===== src/rtl/sysctl_pkg.sv =====
package sysctl_pkg;
  typedef enum logic [2:0] {
    KIND_MOVE_TO   = 3'd0,
    KIND_MOVE_FROM = 3'd1,
    KIND_MEM_LOAD  = 3'd2,
    KIND_MEM_STORE = 3'd3,
    KIND_DATA_PROC = 3'd4
  } cmd_kind_e;

  typedef enum logic [1:0] {
    RSP_NONE = 2'b00,
    RSP_DONE = 2'b01,
    RSP_CANT = 2'b10
  } rsp_code_e;

  localparam logic [31:0] SYSCTL_ID = 32'h4144_0110;
endpackage


===== src/rtl/sysctl_cmd_dec.sv =====
module sysctl_cmd_dec
  import sysctl_pkg::*;
#(
  parameter int DW      = 32,
  parameter int IW      = 32,
  parameter int IDX_LSB = 16,
  parameter int AW      = 3
) (
  input  logic          clk,
  input  logic          rst,
  input  logic          cmd_valid,
  input  logic [2:0]    cmd_kind,
  input  logic [IW-1:0] cmd_instr,
  output logic          wr_en,
  output logic [AW-1:0] reg_idx,
  input  logic [DW-1:0] rd_data,
  output logic          rsp_valid,
  output logic [1:0]    rsp_code,
  output logic [DW-1:0] rsp_rdata
);
  logic is_to, is_from, accepted;

  always_comb begin
    is_to    = (cmd_kind == KIND_MOVE_TO);
    is_from  = (cmd_kind == KIND_MOVE_FROM);
    accepted = is_to | is_from;
    reg_idx  = cmd_instr[IDX_LSB +: AW];
    wr_en    = cmd_valid & is_to;
  end

  always_ff @(posedge clk) begin
    if (rst) begin
      rsp_valid <= 1'b0;
      rsp_code  <= RSP_NONE;
      rsp_rdata <= '0;
    end else begin
      rsp_valid <= cmd_valid;
      rsp_code  <= !cmd_valid ? RSP_NONE : (accepted ? RSP_DONE : RSP_CANT);
      rsp_rdata <= (cmd_valid & is_from) ? rd_data : '0;
    end
  end

  p_one_rsp_r6: assert property (@(posedge clk) disable iff (rst)
    cmd_valid |=> rsp_valid);
  p_quiet_r6: assert property (@(posedge clk) disable iff (rst)
    !cmd_valid |=> !rsp_valid);
  p_reject_r7: assert property (@(posedge clk) disable iff (rst)
    (cmd_valid && cmd_kind > 3'd1) |=> (rsp_code == RSP_CANT && rsp_rdata == '0));
endmodule


===== src/rtl/sysctl_regfile.sv =====
module sysctl_regfile #(
  parameter int          NREGS   = 8,
  parameter int          DW      = 32,
  parameter int          CFG_LSB = 4,
  parameter int          NCFG    = 4,
  parameter logic [31:0] ID_VAL  = 32'h4144_0110,
  localparam int         AW      = $clog2(NREGS)
) (
  input  logic            clk,
  input  logic            rst,
  input  logic [NCFG-1:0] strap,
  input  logic            wa_en,
  input  logic [AW-1:0]   wa_idx,
  input  logic [DW-1:0]   wa_data,
  input  logic            wb_en,
  input  logic [AW-1:0]   wb_idx,
  input  logic [DW-1:0]   wb_data,
  input  logic [AW-1:0]   ra_idx,
  output logic [DW-1:0]   ra_data,
  input  logic [AW-1:0]   rb_idx,
  output logic [DW-1:0]   rb_data,
  output logic [NCFG-1:0] cfg_bits
);
  logic [DW-1:0] mem [NREGS];

  for (genvar g = 0; g < NREGS; g++) begin : g_entry
    logic [DW-1:0] rst_val;
    if (g == 1) begin : g_cfg
      always_comb begin
        rst_val = '0;
        rst_val[CFG_LSB +: NCFG] = strap;
      end
    end else begin : g_plain
      assign rst_val = '0;
    end

    always_ff @(posedge clk) begin
      if (rst)                                 mem[g] <= rst_val;
      else if (wa_en && wa_idx == AW'(g))      mem[g] <= wa_data;
      else if (wb_en && wb_idx == AW'(g))      mem[g] <= wb_data;
    end
  end

  always_comb begin
    ra_data  = (ra_idx == '0) ? ID_VAL[DW-1:0] : mem[ra_idx];
    rb_data  = (rb_idx == '0) ? ID_VAL[DW-1:0] : mem[rb_idx];
    cfg_bits = mem[1][CFG_LSB +: NCFG];
  end

  p_cmd_wins_r9: assert property (@(posedge clk) disable iff (rst)
    (wa_en && wb_en && wa_idx == wb_idx) |=> (mem[$past(wa_idx)] == $past(wa_data)));
endmodule


===== src/rtl/sysctl_cfg_ctrl.sv =====
module sysctl_cfg_ctrl #(
  parameter int NCFG = 4
) (
  input  logic            clk,
  input  logic            rst,
  input  logic            wr_hit,
  input  logic [NCFG-1:0] cfg_bits,
  output logic [NCFG-1:0] cfg_out,
  output logic            cfg_notify
);
  always_ff @(posedge clk) begin
    if (rst) cfg_notify <= 1'b0;
    else     cfg_notify <= wr_hit;
  end

  assign cfg_out = cfg_bits;

  p_notify_cause_r4: assert property (@(posedge clk) disable iff (rst)
    cfg_notify |-> $past(wr_hit));
  p_cfg_hold_r4: assert property (@(posedge clk) disable iff (rst)
    (!cfg_notify && !$past(rst)) |-> $stable(cfg_out));
endmodule


===== src/rtl/sysctl_cop.sv =====
module sysctl_cop
  import sysctl_pkg::*;
#(
  parameter int NREGS   = 8,
  parameter int DW      = 32,
  parameter int IW      = 32,
  parameter int IDX_LSB = 16,
  parameter int IDXW    = 4,
  parameter int CFG_LSB = 4,
  parameter int NCFG    = 4,
  localparam int AW     = $clog2(NREGS)
) (
  input  logic            clk,
  input  logic            rst,
  input  logic [NCFG-1:0] strap_cfg,
  input  logic            cmd_valid,
  input  logic [2:0]      cmd_kind,
  input  logic [IW-1:0]   cmd_instr,
  input  logic [DW-1:0]   cmd_wdata,
  output logic            rsp_valid,
  output logic [1:0]      rsp_code,
  output logic [DW-1:0]   rsp_rdata,
  input  logic            dbg_wr,
  input  logic            dbg_rd,
  input  logic [IDXW-1:0] dbg_idx,
  input  logic [DW-1:0]   dbg_wdata,
  output logic [DW-1:0]   dbg_rdata,
  output logic [NCFG-1:0] cfg_out,
  output logic            cfg_notify
);
  logic          cmd_we;
  logic [AW-1:0] cmd_idx;
  logic [DW-1:0] cmd_rd, dbg_rd_val;
  logic          dbg_ok, dbg_we;
  logic [AW-1:0] dbg_sidx;
  logic [NCFG-1:0] cfg_bits;
  logic          cfg_hit;

  always_comb begin
    dbg_ok   = (dbg_idx < IDXW'(NREGS));
    dbg_sidx = dbg_idx[AW-1:0];
    dbg_we   = dbg_wr & dbg_ok;
    cfg_hit  = (cmd_we && cmd_idx == AW'(1)) || (dbg_we && dbg_sidx == AW'(1));
  end

  sysctl_cmd_dec #(.DW(DW), .IW(IW), .IDX_LSB(IDX_LSB), .AW(AW)) u_dec (
    .clk(clk), .rst(rst), .cmd_valid(cmd_valid), .cmd_kind(cmd_kind),
    .cmd_instr(cmd_instr), .wr_en(cmd_we), .reg_idx(cmd_idx), .rd_data(cmd_rd),
    .rsp_valid(rsp_valid), .rsp_code(rsp_code), .rsp_rdata(rsp_rdata)
  );

  sysctl_regfile #(.NREGS(NREGS), .DW(DW), .CFG_LSB(CFG_LSB), .NCFG(NCFG),
                   .ID_VAL(SYSCTL_ID)) u_rf (
    .clk(clk), .rst(rst), .strap(strap_cfg),
    .wa_en(cmd_we), .wa_idx(cmd_idx), .wa_data(cmd_wdata),
    .wb_en(dbg_we), .wb_idx(dbg_sidx), .wb_data(dbg_wdata),
    .ra_idx(cmd_idx), .ra_data(cmd_rd),
    .rb_idx(dbg_sidx), .rb_data(dbg_rd_val),
    .cfg_bits(cfg_bits)
  );

  sysctl_cfg_ctrl #(.NCFG(NCFG)) u_cfg (
    .clk(clk), .rst(rst), .wr_hit(cfg_hit), .cfg_bits(cfg_bits),
    .cfg_out(cfg_out), .cfg_notify(cfg_notify)
  );

  always_ff @(posedge clk) begin
    if (rst)                  dbg_rdata <= '0;
    else if (dbg_rd && dbg_ok) dbg_rdata <= dbg_rd_val;
  end

  p_id_cmd_r2: assert property (@(posedge clk) disable iff (rst)
    (cmd_valid && cmd_kind == KIND_MOVE_FROM && cmd_idx == '0) |=> rsp_rdata == SYSCTL_ID[DW-1:0]);
  p_id_dbg_r2: assert property (@(posedge clk) disable iff (rst)
    (dbg_rd && dbg_idx == '0) |=> dbg_rdata == SYSCTL_ID[DW-1:0]);
  p_dbg_hold_r8: assert property (@(posedge clk) disable iff (rst)
    (dbg_rd && !dbg_ok) |=> $stable(dbg_rdata));
endmodule


===== config.mk =====
export PLATFORM = sky130hd
export DESIGN_NAME = sysctl_cop
export DESIGN_NICKNAME = d
export VERILOG_FILES = /design/src/rtl/sysctl_pkg.sv /design/src/rtl/sysctl_cmd_dec.sv /design/src/rtl/sysctl_regfile.sv /design/src/rtl/sysctl_cfg_ctrl.sv /design/src/rtl/sysctl_cop.sv
export SDC_FILE = /design/constraint.sdc
export NUM_CORES = 1
export LEC_CHECK = 0
export CORE_ASPECT_RATIO = 1.2
export CORE_UTILIZATION = 43
export DETAILED_ROUTE_END_ITERATION = 7
export DONT_BUFFER_PORTS = 1
export GPL_ROUTABILITY_DRIVEN = 0
export HOLD_SLACK_MARGIN = 0.12
export PLACE_DENSITY = 0.61
export RECOVER_POWER = 50
export SYNTH_ARGS = -nofsm -noshare
export SYNTH_HDL_FRONTEND = slang
export SYNTH_SLANG_ARGS = --single-unit

===== constraint.sdc =====
create_clock -name clk -period 5.1 [get_ports clk]
set_clock_uncertainty 0.1 [all_clocks]
set_input_delay 0.51 -clock clk [delete_from_list [all_inputs] [get_ports clk]]
set_output_delay 0.51 -clock clk [all_outputs]
set_load 0.02 [all_outputs]

==> results.tsv <==
metric	value	unit
status	finished with violations	
failing checks	capacitance limit, slew limit	
hpwl dp	25.97	mm
count of buffers from port buffering	0	
Hold Vio Cnt, Final	0	
clk_lat worst skew	0.57	ns
RSZ-0062 raised after global routing	no	
First DRT Iteration DRCs	1065	
Pleak	6.150	nW
Vias/cell	6.805	
core box area	34260	um^2
DRT Pass-1 Iters	6	
Root Buffer Master	clkbuf_16	
layout cells sized above 1	12.60	%
crit-path cells	or4b_1 -> nor2_1 -> a2111oi_4 -> clkbuf_1 -> a22o_1 -> dlygate4sd3_1	
Synth area leaders	edfxtp_1 (45%), a22o_1 (13%), dfxtp_1 (9.1%)	
Setup violations, final	0	
CTS resizes	0	
ys flop type	edfxtp_1	
clock buffer depth	3	
pin count of the biggest net entering global routing	122	
setup TNS	0	ns
pre-CTS worst setup slack	2.029	ns
Crit Path Max Fanout	32	
DRC	0	
YS warnings	0	
fin crit period	3.987	ns
global-route wire length before repair	75.07	mm
clock sink total	292	
Mean Syn Cell Area	12.37	um^2
Final Util	50.46	%
initial antenna violation count	1	
Routed WL per cell	30.91	um
HP Class	in -> reg	
Crit. End Element	flop	
Worst VDD drop	0.3044	mV
Slew headroom	-67.10	%
vias in the first global route	11630	
worst-margin pin slew	2.506	ns
num ports	184	
Post-layout nets	1310	
clock transition at the registers of the reported paths	0.06	ns
critical path required time	5.43	ns
Area growth, synth to finish	15.08	%
EDFF count, synth	224	
FILL cells	3006	
CP Launch Type	input pin	
Final ANT Viol Nets	0	
Initial Utilization	43.85	%
CTS H-Tree Depth	1	
Post-Syn Nets	1326	
cell taking the most area after synthesis	edfxtp_1	
Die Area	35690	um^2
fmax	250.8	MHz
crit path kind	in -> reg	
cells after synthesis	1214	
chip height	206.8	um
sequential area share after synthesis	53.84	%
setup slack, reg-to-reg	3.14	ns
fin. max-slew vios	117	
CTS buffer count	30	
Synth Register Bits	292	
max-cap check violation count	5	
final worst-path cycle share	78.17	%
row cnt	74	
fin area	17290	um^2
post-CTS setup repair buffer count	0	
crit path DAT	4.32	ns
Yosys top cell area share	44.78	%
total power	0.005727	W
Synth Cell Area	15020	um^2
Vias	11430	
worst setup margin	1.113	ns
Final Routed Wirelength	51.90	mm
CP peak stage delay	1.82	ns
Yosys cell types	51	
TritonCTS clock tree	yes	
Area after DPL	15140	um^2
GRT Util Overall	28.50	%
Worst path slowest cell	clkbuf_1	
share of synthesized registers carrying an async set or reset	0	%
Chip Width	172.6	um
PwrDens	331.3	nW/um^2
total gr overflow	0	
[routing by layer]
layer / up-vias / share of wire (%) / track usage (%)
li1: 4816 / - / -
met1: 5813 / 37 / 32.98
met2: 654 / 50 / 50.42
met3: 143 / 9.3 / 5.934
met4: 0 / 4.0 / 14.03
met5: - / 0 / 0
[worst paths after layout]
path                   startpoint                   to  cells after the start
setup / recovery        cmd_valid       u_rf.mem[4][7]                      6
setup reg to reg   u_rf.mem[5][8]   u_dec.rsp_rdata[8]                      4
hold reg to reg   u_rf.mem[2][11]  u_dec.rsp_rdata[11]                      2
hold / removal         dbg_idx[0]        dbg_rdata[28]                      3
[flip-flops by register name, indices dropped and copies added (netlist names)]
| name | count |
|---|---|
| u_cfg.cfg_notify | 1 |
| u_dec.rsp_code | 2 |
| u_dec.rsp_valid | 1 |
| u_rf.mem | 224 |
| u_dec.rsp_rdata | 32 |
| dbg_rdata | 32 |
[cell usage after synthesis, types with 6 or more instances]
master	instances
a211oi_1	27
a21oi_1	30
a221oi_1	32
a22o_1	225
a22oi_1	6
buf_1	67
buf_2	47
clkbuf_1	65
dfxtp_1	68
edfxtp_1	224
inv_1	6
mux2_2	31
mux2i_1	99
mux4_2	26
nand2_1	18
nand2b_1	11
nor2_1	73
nor2b_1	8
nor3_1	32
o21ai_0	7
o221ai_1	30
o22ai_1	26
o2bb2ai_1	10
[cell families after synthesis]
group / synth area share (%)
muxes: 12.82
DFF: 53.84
AOI/OAI and AO/OA: 22.76
and+or+nand+nor: 5.272
buffers and inverters: 5.306
[stage by stage]
step | instances | hold slack [ns]
global route | 1679 | 0.1291
finish | 1679 | 0.1201
CTS | 1678 | 0.1210
floorplan | 1214 | 0.4422
detailed placement | 1510 | 0.4822
global placement | 1510 | 0.4763
[layout make-up]
cell class                      count  area, um^2  share of cell area [%]
Multi-Input combinational cell    730        6195                   35.83
Antenna cell                        1       2.502                 0.01447
Clock inverter                     19       246.5                   1.426
Sequential cell                   292        8088                   46.78
Tap cell                          456       570.5                   3.300
Timing Repair Buffer              137        1331                   7.701
Clock buffer                       37       828.3                   4.791
Inverter                            7       26.28                  0.1520
[layout by cell type (no fill, tap or decap), types with 3 or more instances in the layout]
cell,Yosys,layout
clkinv_2,0,5
nand2_1,18,17
clkinvlp_4,0,3
a31oi_1,5,5
nor3_1,32,27
a211oi_4,0,3
dlygate4sd3_1,0,109
a21oi_1,30,30
nand3_1,4,4
a22o_1,225,225
clkbuf_1,65,5
a22oi_1,6,6
clkinv_1,1,6
edfxtp_1,224,224
bufinv_16,0,6
mux2i_1,99,99
a221oi_1,32,32
dfxtp_1,68,68
clkbuf_16,0,31
a211oi_1,27,26
nor2_1,73,72
o22ai_1,26,26
buf_12,0,3
o2bb2ai_1,10,10
clkbuf_8,0,3
inv_1,6,6
nand2b_1,11,11
o221ai_1,30,30
nor3_2,2,7
o21ai_0,7,7
o22a_1,4,4
mux2_2,31,31
nor2b_1,8,7
buf_4,4,23
mux4_2,26,26
[worst max-delay path: cells and delay by family]
| family | cells | cell delay, ns |
|---|---|---|
| buffers and inverters | 2 | 2.39 |
| and+or+nand+nor | 2 | 0.71 |
| AOI/OAI and AO/OA | 2 | 0.70 |
[what timing repair did]
item | CTS | global route
hold endpoints to repair | 280 | 0
endpoints found under the setup margin | 0 | 0
hold buffers | 112 | 0
[where the power goes]
group	total, W	internal, W	switching (W)
Sequential	0.00281	0.00270	0.000111
Clock	0.00238	0.00145	0.000935
Combinational	0.000530	0.000232	0.000298
No activity file was read; power rests on OpenSTA's default activity.
